[src/rtl/irq_router_pkg.sv]
package irq_router_pkg;

    typedef enum logic [1:0] {
        GW_IDLE = 2'd0,
        GW_PEND = 2'd1,
        GW_SERV = 2'd2
    } gw_state_e;

    localparam logic [3:0] RG_PRIO  = 4'h0;
    localparam logic [3:0] RG_ENAB  = 4'h1;
    localparam logic [3:0] RG_THRS  = 4'h2;
    localparam logic [3:0] RG_CLAIM = 4'h3;

endpackage

[src/rtl/irq_gateway.sv]
module irq_gateway
    import irq_router_pkg::*;
(
    input  logic clk,
    input  logic rst_n,
    input  logic line_i,
    input  logic claim_i,
    input  logic done_i,
    output logic pend_o
);

    gw_state_e st_q, st_d;

    always_ff @(posedge clk or negedge rst_n) begin
        if (!rst_n) st_q <= GW_IDLE;
        else        st_q <= st_d;
    end

    always_comb begin
        st_d   = st_q;
        pend_o = 1'b0;
        unique case (st_q)
            GW_IDLE: if (line_i) st_d = GW_PEND;
            GW_PEND: begin
                pend_o = 1'b1;
                if (claim_i) st_d = GW_SERV;
            end
            GW_SERV: if (done_i) st_d = GW_IDLE;
            default: st_d = GW_IDLE;
        endcase
    end

    // a claim must only ever hit a pending source
    assert_claim_pending_R7: assert property (@(posedge clk) disable iff (!rst_n)
        claim_i |-> st_q == GW_PEND);

    // in service holds until completion
    assert_serv_hold_R8: assert property (@(posedge clk) disable iff (!rst_n)
        (st_q == GW_SERV && !done_i) |=> st_q == GW_SERV);

    // latched request survives line drop
    assert_pend_hold_R10: assert property (@(posedge clk) disable iff (!rst_n)
        (st_q == GW_PEND && !claim_i) |=> st_q == GW_PEND);

endmodule

[src/rtl/irq_cfg_regs.sv]
module irq_cfg_regs
    import irq_router_pkg::*;
#(
    parameter int NSRC = 31,
    parameter int NTGT = 4,
    parameter int PW   = 3,
    parameter int DW   = 32
) (
    input  logic          clk,
    input  logic          rst_n,
    input  logic          we_i,
    input  logic [3:0]    region_i,
    input  logic [7:0]    idx_i,
    input  logic [DW-1:0] wdata_i,
    output logic [PW-1:0] prio_o [NSRC+1],
    output logic [NSRC:0] enab_o [NTGT],
    output logic [PW-1:0] thr_o  [NTGT]
);

    assign prio_o[0] = '0;

    for (genvar i = 1; i <= NSRC; i++) begin : g_prio
        always_ff @(posedge clk or negedge rst_n) begin
            if (!rst_n)
                prio_o[i] <= '0;
            else if (we_i && region_i == RG_PRIO && idx_i == 8'(i))
                prio_o[i] <= wdata_i[PW-1:0];
        end
    end

    for (genvar t = 0; t < NTGT; t++) begin : g_tgt
        always_ff @(posedge clk or negedge rst_n) begin
            if (!rst_n) begin
                enab_o[t] <= '0;
                thr_o[t]  <= '0;
            end else if (we_i && idx_i == 8'(t)) begin
                if (region_i == RG_ENAB) enab_o[t] <= {wdata_i[NSRC:1], 1'b0};
                if (region_i == RG_THRS) thr_o[t]  <= wdata_i[PW-1:0];
            end
        end

        assert_enab_bit0_R3: assert property (@(posedge clk) disable iff (!rst_n)
            enab_o[t][0] == 1'b0);
    end

endmodule

[src/rtl/irq_arbiter.sv]
module irq_arbiter #(
    parameter int NSRC = 31,
    parameter int PW   = 3,
    parameter int IW   = 5
) (
    input  logic          clk,
    input  logic          rst_n,
    input  logic [NSRC:0] pend_i,
    input  logic [NSRC:0] enab_i,
    input  logic [PW-1:0] prio_i [NSRC+1],
    input  logic [PW-1:0] thr_i,
    output logic [IW-1:0] best_o,
    output logic          req_o
);

    logic [PW-1:0] best_prio;
    logic [PW-1:0] chk_prio;

    always_comb begin
        best_o    = '0;
        best_prio = thr_i;
        for (int i = 0; i <= NSRC; i++) begin
            if (pend_i[i] && enab_i[i] && prio_i[i] > best_prio) begin
                best_o    = IW'(i);
                best_prio = prio_i[i];
            end
        end
        req_o = best_o != '0;
    end

    // independent look-up of the winner's priority for the checks
    always_comb begin
        chk_prio = '0;
        for (int i = 0; i <= NSRC; i++)
            if (best_o == IW'(i)) chk_prio = prio_i[i];
    end

    assert_above_thr_R4: assert property (@(posedge clk) disable iff (!rst_n)
        req_o |-> chk_prio > thr_i);

    assert_prio_zero_R9: assert property (@(posedge clk) disable iff (!rst_n)
        req_o |-> chk_prio != '0);

endmodule

[src/rtl/irq_router.sv]
module irq_router
    import irq_router_pkg::*;
#(
    parameter int NSRC = 31,
    parameter int NTGT = 4,
    parameter int PW   = 3,
    parameter int DW   = 32
) (
    input  logic            clk,
    input  logic            rst_n,
    input  logic [NSRC:1]   irq_i,
    input  logic            reg_we_i,
    input  logic            reg_re_i,
    input  logic [11:0]     reg_addr_i,
    input  logic [DW-1:0]   reg_wdata_i,
    output logic [DW-1:0]   reg_rdata_o,
    output logic [NTGT-1:0] irq_o
);

    localparam int IW = $clog2(NSRC + 1);

    logic [3:0]    region;
    logic [7:0]    idx;
    logic [PW-1:0] prio  [NSRC+1];
    logic [NSRC:0] enab  [NTGT];
    logic [PW-1:0] thr   [NTGT];
    logic [IW-1:0] best  [NTGT];
    logic [NSRC:0] pend_vec;
    logic [NSRC:0] claim_vec;
    logic [NSRC:0] done_vec;
    logic          tgt_ok;
    logic [IW-1:0] claim_id;
    logic          claim_fire;

    assign region = reg_addr_i[11:8];
    assign idx    = reg_addr_i[7:0];

    irq_cfg_regs #(.NSRC(NSRC), .NTGT(NTGT), .PW(PW), .DW(DW)) u_cfg (
        .clk      (clk),
        .rst_n    (rst_n),
        .we_i     (reg_we_i),
        .region_i (region),
        .idx_i    (idx),
        .wdata_i  (reg_wdata_i),
        .prio_o   (prio),
        .enab_o   (enab),
        .thr_o    (thr)
    );

    assign pend_vec[0] = 1'b0;

    for (genvar i = 1; i <= NSRC; i++) begin : g_src
        irq_gateway u_gw (
            .clk     (clk),
            .rst_n   (rst_n),
            .line_i  (irq_i[i]),
            .claim_i (claim_vec[i]),
            .done_i  (done_vec[i]),
            .pend_o  (pend_vec[i])
        );
    end

    for (genvar t = 0; t < NTGT; t++) begin : g_arb
        irq_arbiter #(.NSRC(NSRC), .PW(PW), .IW(IW)) u_arb (
            .clk    (clk),
            .rst_n  (rst_n),
            .pend_i (pend_vec),
            .enab_i (enab[t]),
            .prio_i (prio),
            .thr_i  (thr[t]),
            .best_o (best[t]),
            .req_o  (irq_o[t])
        );
    end

    // target decode for the claim/complete region
    always_comb begin
        tgt_ok   = 1'b0;
        claim_id = '0;
        for (int t = 0; t < NTGT; t++) begin
            if (idx == 8'(t)) begin
                tgt_ok   = 1'b1;
                claim_id = best[t];
            end
        end
    end

    assign claim_fire = reg_re_i && region == RG_CLAIM && tgt_ok && claim_id != '0;

    always_comb begin
        for (int i = 0; i <= NSRC; i++) begin
            claim_vec[i] = claim_fire && claim_id == IW'(i);
            done_vec[i]  = reg_we_i && region == RG_CLAIM && tgt_ok
                           && reg_wdata_i == DW'(i);
        end
    end

    // read multiplexer
    always_comb begin
        reg_rdata_o = '0;
        unique case (region)
            RG_PRIO: begin
                for (int i = 1; i <= NSRC; i++)
                    if (idx == 8'(i)) reg_rdata_o[PW-1:0] = prio[i];
            end
            RG_ENAB: begin
                for (int t = 0; t < NTGT; t++)
                    if (idx == 8'(t)) reg_rdata_o[NSRC:0] = enab[t];
            end
            RG_THRS: begin
                for (int t = 0; t < NTGT; t++)
                    if (idx == 8'(t)) reg_rdata_o[PW-1:0] = thr[t];
            end
            RG_CLAIM: reg_rdata_o[IW-1:0] = claim_id;
            default: reg_rdata_o = '0;
        endcase
    end

    // a claimed ID is gone for every target in the following cycle
    for (genvar t = 0; t < NTGT; t++) begin : g_chk
        assert_first_wins_R7: assert property (@(posedge clk) disable iff (!rst_n)
            claim_fire |=> best[t] != $past(claim_id));
    end

    assert_claim_onehot_R6: assert property (@(posedge clk) disable iff (!rst_n)
        $onehot0(claim_vec));

endmodule

[config.mk]
export PLATFORM = sky130hd
export DESIGN_NAME = irq_router
export DESIGN_NICKNAME = d
export VERILOG_FILES = /design/src/rtl/irq_router_pkg.sv /design/src/rtl/irq_gateway.sv /design/src/rtl/irq_cfg_regs.sv /design/src/rtl/irq_arbiter.sv /design/src/rtl/irq_router.sv
export SDC_FILE = /design/constraint.sdc
export NUM_CORES = 1
export LEC_CHECK = 0
export BUFFER_PORTS_ARGS = -buffer_cell sky130_fd_sc_hd__buf_2
export CAP_MARGIN = 20
export CELL_PAD_IN_SITES_DETAIL_PLACEMENT = 1
export CELL_PAD_IN_SITES_GLOBAL_PLACEMENT = 2
export CORE_UTILIZATION = 38
export CTS_BUF_LIST = sky130_fd_sc_hd__clkbuf_8
export CTS_CLUSTER_SIZE = 14
export DETAILED_ROUTE_END_ITERATION = 10
export PLACE_DENSITY_LB_ADDON = 0.1
export SYNTH_ARGS = -nofsm -noshare
export SYNTH_HDL_FRONTEND = slang
export SYNTH_SLANG_ARGS = --single-unit
[constraint.sdc]
create_clock -name clk -period 72.8 [get_ports clk]
set_input_delay 7.28 -clock clk [delete_from_list [all_inputs] [get_ports clk]]
set_output_delay 7.28 -clock clk [all_outputs]
set_load 0.02 [all_outputs]
# Word level (Yosys, flattened, before mapping)
# Cells that the tools add are included.
# op_classes
order_cmp	124
eq_ne	251
mux	449
reduce_logical	428
# op_table
cell	count
3-bit 2-to-1 mux	171
32-bit by 5-bit == test with 1-bit output, second input constant	16
3-bit greater-than comparator	124
1-bit logical AND	351
5-bit 2-to-1 mux	68
32-bit by 4-bit == test with 1-bit output, second input constant	8
2-bit 2-to-1 mux	101
2-bit one-hot mux with 3 select lines	31
32-bit by 3-bit == test with 1-bit output, second input constant	4
8-bit by 5-bit == test with 1-bit output, second input constant	16
32-bit 2-to-1 mux	4
4-bit 2-to-1 mux	32
2-bit by 1-bit != test with 1-bit output, second input constant	62
3-bit AND reduction	31
5-bit == test, second input constant	16
32-bit by 2-bit == test with 1-bit output, second input constant	2
8-bit by 4-bit == test with 1-bit output, second input constant	8
2-bit by 1-bit == test with 1-bit output, second input constant	31
2-bit == test, second input constant	31
2-bit logical NOT	31
2-bit != test, second input constant	31
5-bit by 4-bit == test with 1-bit output, second input constant	8
1-bit 2-to-1 mux	39
32-bit by 1-bit == test with 1-bit output, second input constant	1
15 further kinds	35
# totals
register_bits	291
input_bits	79
wordCells	1322

# Logic depth before layout (Yosys ltp)
# Gate-level depths: netlist (run 1).
# depth
ltp_word	104
ltp_mapped	261
depth_no_buf	257

# Modules after synthesis
# A second synthesis (run 1) with hierarchy kept.
# hier_totals
cells_unflattened	4304
hier_area_um2	34415.5
# modules_own_cells
module	instances	cells_each	area_each_um2	seq_area_each_um2
irq_arbiter at g_arb[0].u_arb ...	2	766	4780.8	0.0
irq_cfg_regs	1	564	9021.2	5730.5
irq_arbiter at g_arb[2].u_arb	1	758	4934.7	0.0
irq_arbiter at g_arb[3].u_arb	1	711	4648.2	0.0
irq_gateway	31	8	101.3	50.0
irq_router	1	491	3108.0	0.0

# Least setup slack after synthesis (run 1)
# No wires, ideal clock.
# synth_timing
path_kind	reg-to-output
from	register u_cfg.prio_o[92] in the netlist's numbering
to	output reg_rdata_o[2]
arrival_ns	45.934
path_slack_ns	19.586
path_stages_with_launch	238
n_path_buf	5
path_cell_list	dfrtp_1 ha_1 a21oi_1 nand2_1 nand2_1 mux2i_1 ha_1 nand2_1 nor4b_2 and2_1 nor3_1 nand2_1 nor2_1 a21oi_1 inv_1 ha_1 nor2b_1 nor4b_1 [202 not listed] and3_1 nor2_1 mux2_2 ha_1 inv_1 a21o_1 a21oi_1 a311oi_1 mux2_2 ha_1 a21o_1 a21oi_1 a311oi_1 or2_2 a41oi_1 o211ai_2 a221oi_4 o21ai_0
# synth_via
elab_chain_cells	98
word_cells_on_any_way	516
# synth_rtl
item	line_no	rtl
start: declaration	irq_cfg_regs.sv:15	output logic [PW-1:0] prio_o [NSRC+1],
start signal: indexed assignment	irq_cfg_regs.sv:27	prio_o[i] <= wdata_i[PW-1:0];
3-bit greater-than comparator	irq_arbiter.sv:23	if (pend_i[i] && enab_i[i] && prio_i[i] > best_prio) begin
1-bit logical AND	irq_arbiter.sv:23	
3-bit 2-to-1 mux	irq_arbiter.sv:23	
3-bit greater-than comparator	irq_arbiter.sv:23	
1-bit logical AND	irq_arbiter.sv:23	
3-bit 2-to-1 mux	irq_arbiter.sv:23	
3-bit greater-than comparator	irq_arbiter.sv:23	
1-bit logical AND	irq_arbiter.sv:23	
[79 not listed]	-	
3-bit greater-than comparator	irq_arbiter.sv:23	
1-bit logical AND	irq_arbiter.sv:23	
3-bit 2-to-1 mux	irq_arbiter.sv:23	
3-bit greater-than comparator	irq_arbiter.sv:23	
1-bit logical AND	irq_arbiter.sv:23	
5-bit 2-to-1 mux	irq_arbiter.sv:23	
5-bit 2-to-1 mux (4 in series)	irq_router.sv:81	if (idx == 8'(t)) begin
3-bit one-hot mux with 4 select lines (*)	irq_router.sv:101	unique case (region)
end: declaration	irq_router.sv:16	output logic [DW-1:0] reg_rdata_o,
# Mark *: on every way between the ends. The rest lies on a longest branch, timed or not.

# Final worst setup path (run 1)
# layout_timing
from	register u_cfg.prio_o[92] in the netlist's numbering
to	output reg_rdata_o[3]
# layout_via
elab_chain_cells	98
word_cells_on_any_way	469
# layout_rtl
item	line_no
3-bit greater-than comparator	irq_arbiter.sv:23
1-bit logical AND	irq_arbiter.sv:23
3-bit 2-to-1 mux	irq_arbiter.sv:23
3-bit greater-than comparator	irq_arbiter.sv:23
1-bit logical AND	irq_arbiter.sv:23
3-bit 2-to-1 mux	irq_arbiter.sv:23
3-bit greater-than comparator	irq_arbiter.sv:23
1-bit logical AND	irq_arbiter.sv:23
[80 not listed]	-
1-bit logical AND	irq_arbiter.sv:23
3-bit 2-to-1 mux	irq_arbiter.sv:23
3-bit greater-than comparator	irq_arbiter.sv:23
1-bit logical AND	irq_arbiter.sv:23
5-bit 2-to-1 mux	irq_arbiter.sv:23
5-bit 2-to-1 mux (3 in series)	irq_router.sv:81
5-bit 2-to-1 mux (*)	irq_router.sv:81
2-bit one-hot mux with 2 select lines (*)	irq_router.sv:101
# Marks and branches as above.

==> results of run 1 <==
## report_power, final
part | internal (mW) | leakage (nW) | switching [mW] | total [mW]
sequential | 0.162 | 3.56 | 0.00157 | 0.164
combinational | 0.0123 | 11.4 | 0.0249 | 0.0371
clock | 0.116 | 0.756 | 0.0876 | 0.204
## layer usage
metal | GRT usage [%] | share of wire, %
met2 | 53.9 | 46
met5 | 0 | 0.020
met1 | 45.9 | 46
met4 | 11.1 | 3.3
met3 | 4.10 | 4.9
## critical path: cells and delay by family (launching register included)
family / cells / cell delay, ns
compound gates: 86 / 19.56
simple gates: 69 / 12.77
mux: 28 / 9.87
fa+ha+maj: 35 / 9.70
buf+inv: 22 / 1.58
flops: 1 / 0.61
## registers in the layout, summed over array words and instances, names as in the netlist
name	count
g_src.u_gw.st_q	62
u_cfg.enab_o	124
u_cfg.prio_o	93
u_cfg.thr_o	12
## cell families (layout without fill, tap and decap cells)
family / after synthesis / after routing / synth area share [%]
buffers and inverters: 408 / 559 / 5.26
xor gates and xnor gates: 16 / 16 / 0.471
other: 0 / 3 / 0
muxes: 359 / 359 / 13.4
DFF: 291 / 291 / 24.5
AOI/OAI and AO/OA: 1096 / 1096 / 24.8
adders and majority gates: 317 / 317 / 13.1
and+or+nand+nor: 1167 / 1167 / 18.5
## path summary, 6_finish.rpt
check / to / slack (ns)
max: reg_rdata_o[3] / 10.66
min: g_src[31].u_gw.st_q[0] / 0.45
max reg2reg: g_src[18].u_gw.st_q[0] / 17.69
min reg2reg: g_src[31].u_gw.st_q[0] / 0.45
max in group asynchronous: u_cfg.enab_o[36] / 64.24
min in group asynchronous: u_cfg.enab_o[116] / 6.52
## synthesized netlist by cell type (all sizes together), types with 29 or more instances
cell type	number
maj3	29
nor2	341
nand3	89
and3	30
and2	35
nand2b	29
nor3	51
a31oi	38
a21o	79
mux2i	59
a22oi	86
ha	288
dfrtp	291
a311oi	82
a211oi	48
or2	35
nor2b	62
clkbuf	104
a21oi	229
mux2	300
nand2	398
o21ai	293
inv	287
## area by class of cell
type,count,area (um2),area share (%)
Sequential cell,291,7280,22.1
Clock buffer,77,1060,3.22
Multi-Input combinational cell,2955,21000,63.7
Inverter,287,1080,3.27
Clock inverter,33,308,0.935
Tap cell,1040,1300,3.95
Antenna cell,3,7.51,0.0228
Timing Repair Buffer,162,928,2.82
## through the flow
stage                     instances  power (mW)  utilization (%)  area (um2)  setup slack, ns
final                          4848       0.405             42.5       32900            10.66
after global placement         4729       0.202             40.7       31500            14.62
after floorplan                3654       0.187                -       29800            19.59
after detailed placement       4730       0.204             40.7       31500            12.21
after global routing           4846       0.419             42.5       32900             6.28
after CTS                      4840       0.409             42.5       32900            11.22
## cell usage in the layout (no fill, tap or decap), types with 24 or more instances in the layout
cell type,n
sky130_fd_sc_hd__nand2_1,398
sky130_fd_sc_hd__nor2_1,332
sky130_fd_sc_hd__inv_1,300
sky130_fd_sc_hd__mux2_2,294
sky130_fd_sc_hd__dfrtp_1,291
sky130_fd_sc_hd__ha_1,288
sky130_fd_sc_hd__o21ai_0,253
sky130_fd_sc_hd__a21oi_1,226
sky130_fd_sc_hd__buf_2,116
sky130_fd_sc_hd__nand3_1,89
sky130_fd_sc_hd__a22oi_1,86
sky130_fd_sc_hd__a311oi_1,80
sky130_fd_sc_hd__a21o_1,79
sky130_fd_sc_hd__clkbuf_8,77
sky130_fd_sc_hd__nor2b_1,61
sky130_fd_sc_hd__mux2i_1,58
sky130_fd_sc_hd__a211oi_1,44
sky130_fd_sc_hd__buf_4,43
sky130_fd_sc_hd__nor3_1,42
sky130_fd_sc_hd__o21ai_1,39
sky130_fd_sc_hd__a31oi_1,37
sky130_fd_sc_hd__and2_1,35
sky130_fd_sc_hd__and3_1,30
sky130_fd_sc_hd__or2_2,30
sky130_fd_sc_hd__nand2b_1,29
sky130_fd_sc_hd__maj3_1,29
sky130_fd_sc_hd__nand4_1,27
sky130_fd_sc_hd__o22ai_1,24
==> flow_summary_export.csv, run 1 <==
group,metric,value,unit
yosys,netlist-cell-type-count,123,
yosys,async_sr_flop_fraction,100,%
clock_network,clock_sinks,291,
run,max_cap_viol_count,0,
drt,routedWlPerCell,27.6,um
sta,fin_tns_setup,0,ns
yosys,synthDominantCellAreaShare,24.5,%
clock_network,clkLatencyLatePin,0.72,ns
drt,drtAntennaViolNets,0,
worst_setup_path,crit_path_top_delay_cell,"sky130_fd_sc_hd__a311oi_1",
worst_setup_path,critical_path_peak_fanout,10,
drt,detailedRoute.firstIterationViolations,1867,
worst_setup_path,critical_path.endpoint_type,"output pin",
yosys,synth_seq_area_share,24.5,%
sta,worst_pin_slew,1.20,ns
worst_setup_path,critical_path.reg2reg.startpoint,"u_cfg.prio_o[92]",
sta,timing.final.setup_violations,0,
sta,post-route-min-period,62.14,ns
worst_setup_path,slowest_delay,0.79,ns
drt,drc,0,
yosys,synthTopCellsByArea,"sky130_fd_sc_hd__dfrtp_1 (24%), sky130_fd_sc_hd__ha_1 (12%), sky130_fd_sc_hd__mux2_2 (11%)",
yosys,postSynthCellCount,3654,
floorplanning,die_width,282,um
worst_setup_path,worst_ep_arrival_time,54.86,ns
worst_hold_path,worst_hold_path_type,"reg2reg",
grt,antenna_found_initial,9,
floorplanning,io-pin-count,115,
placement,buffer_ports.inserted,114,
worst_setup_path,worst-r2r-cell-count,239,
final_layout,nFillCells,9412,
floorplanning,die-height,282,um
clock_network,post-cts-setup-buffers,0,
grt,grt_pass1_wl,200000,um
drt,detailroute.via_count,29900,
worst_setup_path,crit_type,"reg2out",
power,static_leakage,15.7,nW
yosys,post_synth_edffs,0,
sta,layout_worst_path_cycle_share,85.4,%
clock_network,clock_tree.htree_level_count,2,
drt,detailedRoute.firstPassIterationCount,5,
clock_network,number_of_buffers_created_by_cts,60,
yosys,synthFlopType,"sky130_fd_sc_hd__dfrtp_1",
drt,viasPerCell,6.17,
clock_network,cts_tree,"built",
worst_setup_path,crit_path_start,"u_cfg.prio_o[92]",
floorplanning,core_region_area,77500,um2
sta,grt_setup_unrepaired,"no",
sta,fin_worst_hold_slack,0.447,ns
yosys,synthesis.area_per_instance,8.14,um2
sta,achievable-frequency,16.1,MHz
floorplanning,design.die.area,79400,um2
sta,skew,0.0310,ns
clock_network,cts.path.max_buffers,3,
power,vdd.ir_drop.worst,13.9,uV
worst_hold_path,timing.hold.worst_path_depth,1,
worst_hold_path,hold_path.startpoint,"g_src[31].u_gw.st_q[1]",
final_layout,syn_to_final_growth,10.7,%
worst_setup_path,crit_top_cell,"sky130_fd_sc_hd__ha_1",
placement,finalWeightedCongestion,0.936,
worst_setup_path,crit_required,65.52,ns
clock_network,clock-root-buffer,"sky130_fd_sc_hd__clkbuf_8",
yosys,synthesized_net_count,4021,
drt,drt-total-wl,134000,um
grt,grt.total_usage,33.4,%
sta,report.final.slew_viol_count,0,
clock_network,clk_pin_slew,0.06,ns
placement,post-dp-hpwl,106000,um
power,pwr_density_cell,12.3,nW/um2
grt,grt_start_max_net_pins,71,
worst_setup_path,critPathLaunchType,"flop",
outcome,status,"complete, no violations",
yosys,synth_largest_area_cell,"sky130_fd_sc_hd__dfrtp_1",
grt,first_global_vias,30800,
yosys,post_synth_instance_area,29800,um2
yosys,synth-warning-count,0,
grt,grt_remaining_overflow,0,
final_layout,layout-drive-gt1-share,17.2,%
clock_network,cts_resized,0,
clock_network,post_cts_hold_buffer_count,0,
yosys,synth-seq-cells,291,
final_layout,final_nets,4124,
sta,timing.max_slew.rel_slack,19.2,%
floorplanning,floorplan.initialDensity,38.4,%
floorplanning,std_cell_rows,102,
sta,finalHoldViolations,0,
Power figures use the tool's default switching activity.
==> run 2: changes to the inputs <==
- CORE_UTILIZATION: 38 -> 40
==> run 2 against run 1 <==
Die area fell by 5.0%. Count of clock-buffer cells in the layout down 5. Hold slack got worse by 0.00050 ns. The flow now finishes with violations (DRC). Setup slack better by 0.29 ns. First-iteration DRC count rose by 11%. Clock power down 2%. Via count shrank 0.76%. Maximum frequency rose by 0.46%. Utilization rose by 2.2 points. Critical path depth unchanged. Final area decreased by 0.35%.
==> flow_summary_export.csv, run 2 (same netlist as run 1, synthesis figures left out) <==
group,metric,value,unit
outcome,status,"finished, violations left",
outcome,violated_checks,"DRC",
floorplanning,die_width,275,um
final_layout,multi_input_area,21000,um2
worst_hold_path,worst_hold_path_type,"reg2reg",
final_layout,final_nets,4121,
power,static_leakage,15.7,nW
worst_setup_path,critPathLaunchType,"flop",
final_layout,nFillCells,8851,
floorplanning,io-pin-count,115,
floorplanning,core_region_area,73300,um2
sta,finalHoldViolations,0,
final_layout,fin_area,32800,um2
worst_setup_path,crit_required,65.52,ns
power,vdd.ir_drop.worst,15.3,uV
floorplanning,design.die.area,75500,um2
clock_network,cts_tree,"built",
grt,grt_start_max_net_pins,150,
final_layout,largest_reg_flops,124,
placement,finalWeightedCongestion,0.950,
placement,buffer_ports.inserted,114,
sta,grt_setup_unrepaired,"no",
drt,routedWlPerCell,26.8,um
clock_network,clk_pin_slew,0.07,ns
final_layout,layout-drive-gt1-share,17.0,%
clock_network,post_cts_hold_buffer_count,0,
sta,achievable-frequency,16.2,MHz
final_layout,mostFrequentLayoutCell,"sky130_fd_sc_hd__nand2_1",
drt,detailedRoute.firstIterationViolations,2072,
sta,post-route-min-period,61.85,ns
final_layout,registers.top_by_ff_count,"u_cfg.enab_o",
worst_setup_path,critical_path.endpoint_type,"output pin",
sta,timing.max_slew.rel_slack,20.8,%
worst_setup_path,critical_path_peak_fanout,11,
clock_network,post-cts-setup-buffers,0,
clock_network,clock_tree.htree_level_count,2,
sta,fin_tns_setup,0,ns
drt,detailedRoute.firstPassIterationCount,8,
sta,timing.final.setup_violations,0,
final_layout,layout.area.seq,7280,um2
floorplanning,floorplan.initialDensity,40.6,%
drt,detailroute.via_count,29700,
power,pwr_density_cell,12.2,nW/um2
sta,report.final.slew_viol_count,0,
clock_network,clkLatencyLatePin,0.72,ns
worst_setup_path,worst-path-buf-inv,21,
worst_setup_path,crit_type,"reg2out",
placement,post-dp-hpwl,102000,um
worst_setup_path,crit_path_top_delay_cell,"sky130_fd_sc_hd__a311oi_1",
worst_setup_path,critical-path-top-delay-family,"compound AO/OA/AOI/OAI gates",
run,max_cap_viol_count,0,
drt,drc,18,
grt,grt_remaining_overflow,0,
sta,worst_pin_slew,1.19,ns
floorplanning,die-height,275,um
clock_network,number_of_buffers_created_by_cts,56,
drt,viasPerCell,6.23,
placement,placed_area,31500,um2
power,post-layout-total-power,400,uW
grt,first_global_vias,30900,
clock_network,cts.path.max_buffers,3,
final_layout,syn_to_final_growth,10.3,%
grt,grt.total_usage,33.5,%
clock_network,clock-root-buffer,"sky130_fd_sc_hd__clkbuf_8",
final_layout,mostFrequentLayoutCells,"sky130_fd_sc_hd__nand2_1 (398), sky130_fd_sc_hd__nor2_1 (332), sky130_fd_sc_hd__inv_1 (300)",
sta,skew,0.0768,ns
worst_setup_path,slowest_delay,0.73,ns
grt,grt_pass1_wl,192000,um
worst_setup_path,worst_ep_arrival_time,54.57,ns
clock_network,clock_sinks,291,
drt,drt-total-wl,128000,um
clock_network,cts_resized,0,
drt,drtAntennaViolNets,0,
grt,antenna_found_initial,5,
sta,layout_worst_path_cycle_share,85.0,%
floorplanning,std_cell_rows,99,
final_layout,layout_top_registers,"u_cfg.enab_o: 124 flops, u_cfg.prio_o: 93 flops, g_src.u_gw.st_q: 62 flops",
sta,fin_worst_hold_slack,0.447,ns
worst_setup_path,crit_top_cell,"sky130_fd_sc_hd__ha_1",
run 2: changes by cell type in the layout (fill, tap and decap cells not counted), sizes merged:
cell,before,now
clkinv,11,7
clkbuf,79,73
diode,3,2
buf,160,162
bufinv,6,7
run 2: through the flow:
step	cells	utilization, %	setup WS (ns)
after global placement	4650	42.9	15.14
after floorplan	3654	-	19.59
after detailed placement	4652	42.9	12.51
after global routing	4757	44.8	7.33
after CTS	4754	44.7	11.62
final	4759	44.8	10.95
run 2: area by class of cell:
cell class | instances | share of cell area [%]
inverter | 287 | 3.28
sequential | 291 | 22.2
tap | 959 | 3.66
timing repair buffer | 163 | 2.92
clock buffer | 72 | 3.02
clock inverter | 30 | 1.03
antenna | 2 | 0.0152
multi-input combinational | 2955 | 63.9
run 2: worst paths after layout:
kind | from | endpoint | slack [ns] | cells past startpoint
setup / recovery | u_cfg.prio_o[91] | reg_rdata_o[3] | 10.95 | 240
hold / removal | g_src[26].u_gw.st_q[1] | g_src[26].u_gw.st_q[0] | 0.45 | 1
setup reg to reg | u_cfg.prio_o[91] | g_src[5].u_gw.st_q[0] | 18.29 | 239
hold reg to reg | g_src[26].u_gw.st_q[1] | g_src[26].u_gw.st_q[0] | 0.45 | 1
max in group asynchronous | rst_n | u_cfg.prio_o[64] | 64.16 | 3
min in group asynchronous | rst_n | u_cfg.enab_o[61] | 6.51 | 1
run 2: routing by layer:
layer / vias up / wire length, um / GRT usage (%)
met3: 214 / 6740 / 4.62
met4: 6 / 4350 / 11.4
met1: 15000 / 58000 / 44.9
li1: 13700 / - / -
met5: - / 37 / 0
met2: 836 / 58500 / 55.0
run 2: power by group:
part	total [mW]	internal [mW]	switching [mW]
combinational	0.0368	0.0122	0.0245
sequential	0.164	0.162	0.00156
clock	0.199	0.114	0.0854
total	0.400	0.289	0.112
==> run 3: changes to the inputs <==
- CORE_UTILIZATION: 40 -> 36
- clock period: 72.8 -> 54.3 ns (I/O delays scaled with it)
==> run 3 against run 2 <==
The run now ends clean. Hold slack worse by 0.0054 ns. Critical endpoint is now irq_o[1]. Sequential cell count did not move. Highest routed layer unchanged. Sequential share of layout area down 1.2 points. Utilization down 2.4 points. Global-route usage fell by 2.4 points. Clock power up 23%. Non-clock buffer count grew 100. Critical path depth is 1 higher.
==> flow_summary_export.csv, run 3 (same netlist as run 1, synthesis figures left out) <==
group,metric,value,unit
worst_hold_path,worst_hold_path_type,"reg2reg",
final_layout,syn_to_final_growth,16.6,%
final_layout,layout-drive-gt1-share,22.7,%
sta,worst_pin_slew,1.28,ns
grt,grt_remaining_overflow,0,
placement,finalWeightedCongestion,0.920,
worst_hold_path,timing.hold.worst_path_depth,1,
final_layout,layout_top_registers,"u_cfg.enab_o: 124 flops, u_cfg.prio_o: 93 flops, g_src.u_gw.st_q: 62 flops",
drt,detailedRoute.firstIterationViolations,2000,
final_layout,nFillCells,9799,
worst_setup_path,crit_top_cell,"sky130_fd_sc_hd__inv_1",
clock_network,clock_tree.htree_level_count,2,
floorplanning,io-pin-count,115,
drt,routedWlPerCell,27.0,um
placement,post-dp-hpwl,106000,um
clock_network,clk_pin_slew,0.06,ns
clock_network,clock-root-buffer,"sky130_fd_sc_hd__clkbuf_8",
worst_setup_path,rrSetupSlack,6.99,ns
floorplanning,design.die.area,83800,um2
final_layout,largest_reg_flops,124,
floorplanning,core_region_area,82000,um2
worst_setup_path,critPathLaunchType,"flop",
floorplanning,floorplan.initialDensity,36.3,%
sta,finalHoldViolations,0,
grt,met1_usage,42.4,%
sta,layout_worst_path_cycle_share,96.8,%
sta,timing.max_slew.rel_slack,14.8,%
worst_setup_path,critical_path_peak_fanout,6,
worst_setup_path,crit_required,48.87,ns
clock_network,post_cts_hold_buffer_count,0,
final_layout,mostFrequentLayoutCells,"sky130_fd_sc_hd__nand2_1 (390), sky130_fd_sc_hd__nor2_1 (328), sky130_fd_sc_hd__inv_1 (303)",
sta,timing.final.setup_violations,0,
placement,placed_area,31800,um2
final_layout,multi_input_area,22100,um2
drt,detailedRoute.firstPassIterationCount,5,
worst_setup_path,worst-path-buf-inv,26,
drt,detailroute.via_count,30300,
drt,viasPerCell,6.11,
grt,gr-max-usage-layer,"met2",
power,vdd.ir_drop.worst,23.1,uV
final_layout,layout.area.seq,7280,um2
sta,skew,0.0274,ns
worst_setup_path,critical_path.endpoint_type,"output pin",
grt,global_route_track_usage_on_met3,2.88,%
grt,antenna_found_initial,9,
worst_setup_path,critical_path.reg2reg.startpoint,"u_cfg.thr_o[8]",
clock_network,clkLatencyLatePin,0.72,ns
worst_setup_path,critical-path-top-delay-family,"compound AO/OA/AOI/OAI gates",
floorplanning,die_width,289,um
grt,first_global_vias,31200,
clock_network,clock_sinks,291,
grt,grt_pass1_wl,197000,um
sta,fin_worst_hold_slack,0.441,ns
power,pwr_density_cell,14.9,nW/um2
drt,drtAntennaViolNets,0,
worst_hold_path,hold_path.startpoint,"g_src[26].u_gw.st_q[1]",
placement,detailedPlace.worstSlack,-2.87,ns
grt,grt.total_usage,31.1,%
clock_network,cts.path.max_buffers,3,
power,static_leakage,16.2,nW
run,max_cap_viol_count,0,
drt,drt-total-wl,134000,um
sta,fin_tns_setup,0,ns
worst_hold_path,hold_path_endpoint,"g_src[26].u_gw.st_q[0]",
worst_setup_path,slowest_delay,0.52,ns
floorplanning,die-height,289,um
final_layout,registers.top_by_ff_count,"u_cfg.enab_o",
grt,met2_usage,51.0,%
worst_setup_path,crit_path_top_delay_cell,"sky130_fd_sc_hd__or4_1",
clock_network,number_of_buffers_created_by_cts,56,
sta,timing.final.ws_setup,1.73,ns
worst_setup_path,crit_type,"reg2out",
drt,drc,0,
worst_setup_path,worst-r2r-cell-count,242,
outcome,status,"complete, no violations",
placement,buffer_ports.inserted,114,
floorplanning,std_cell_rows,105,
sta,post-route-min-period,52.57,ns
final_layout,final_nets,4221,
final_layout,mostFrequentLayoutCell,"sky130_fd_sc_hd__nand2_1",
sta,achievable-frequency,19.0,MHz
final_layout,fin_area,34700,um2
grt,grt_start_max_net_pins,80,
worst_setup_path,worst_ep_arrival_time,47.14,ns
worst_setup_path,r2r_end,"g_src[4].u_gw.st_q[0]",
sta,report.final.slew_viol_count,0,
clock_network,cts_tree,"built",
## run 3: cell types whose count changed in the layout (fill, tap and decap cells not counted), moves of 15 or more
| cell | previous run | this run |
|---|---|---|
| sky130_fd_sc_hd__buf_4 | 43 | 146 |
| sky130_fd_sc_hd__a311oi_2 | 1 | 42 |
| sky130_fd_sc_hd__ha_4 | 0 | 18 |
| sky130_fd_sc_hd__a311oi_1 | 80 | 38 |
| sky130_fd_sc_hd__o21ai_0 | 253 | 238 |
| sky130_fd_sc_hd__ha_1 | 288 | 265 |
| sky130_fd_sc_hd__a21oi_1 | 226 | 211 |
## run 3: worst max path at each step
stage / startpoint / end / slack (ns) / depth (start not counted)
detailed placement: u_cfg.prio_o[90] / reg_rdata_o[3] / -2.87 / 243
CTS: u_cfg.thr_o[8] / reg_rdata_o[3] / 0.006 / 244
finish: u_cfg.thr_o[8] / irq_o[1] / 1.73 / 241
floorplan: u_cfg.prio_o[92] / reg_rdata_o[2] / 2.94 / 237
global placement: u_cfg.prio_o[90] / reg_rdata_o[4] / -0.11 / 238
global route: u_cfg.thr_o[8] / irq_o[1] / -0.70 / 246
## run 3: power breakdown
group          internal [mW]  leakage [nW]  total, mW  switching [mW]
combinational         0.0176          12.0     0.0519          0.0342
clock                  0.133         0.666      0.244           0.111
sequential             0.218          3.56      0.220         0.00212
total                  0.369          16.2      0.516           0.147
## run 3: cell type report
class	count	share of cell area [%]
clock inverter	28	0.779
timing repair buffer	263	4.91
sequential	291	21.0
tap	1070	3.86
multi-input combinational	2955	63.7
inverter	287	3.11
antenna	7	0.0505
clock buffer	66	2.62
## run 3: routing by layer
metal	up-vias	wire length, um
li1	13800	-
met1	15400	61000
met2	837	62400
met3	230	6040
met4	2	4730
met5	-	12
## run 3: what timing repair did
action	CTS	global route
pin swaps	17	61
setup endpoints to repair	7	8
gates resized for setup	49	172
setup buffers	18	55
## run 3: worst register-to-register path: cells and delay by family, from the launching register on
family,cells,cell delay [ns]
AO/OA/AOI/OAI,84,15.97
AND/OR/NAND/NOR,74,11.88
adder cells (fa/ha/maj),34,8.71
multiplexers,25,7.49
buffers and inverters,25,2.67
flip-flops,1,0.38
## run 3: per-stage QoR
stage	cells	total power [mW]	utilization, %
floorplan	3654	0.250	-
global route	4964	0.534	42.3
finish	4967	0.516	42.3
CTS	4902	0.518	40.7
global placement	4789	0.270	38.8
detailed placement	4790	0.273	38.8
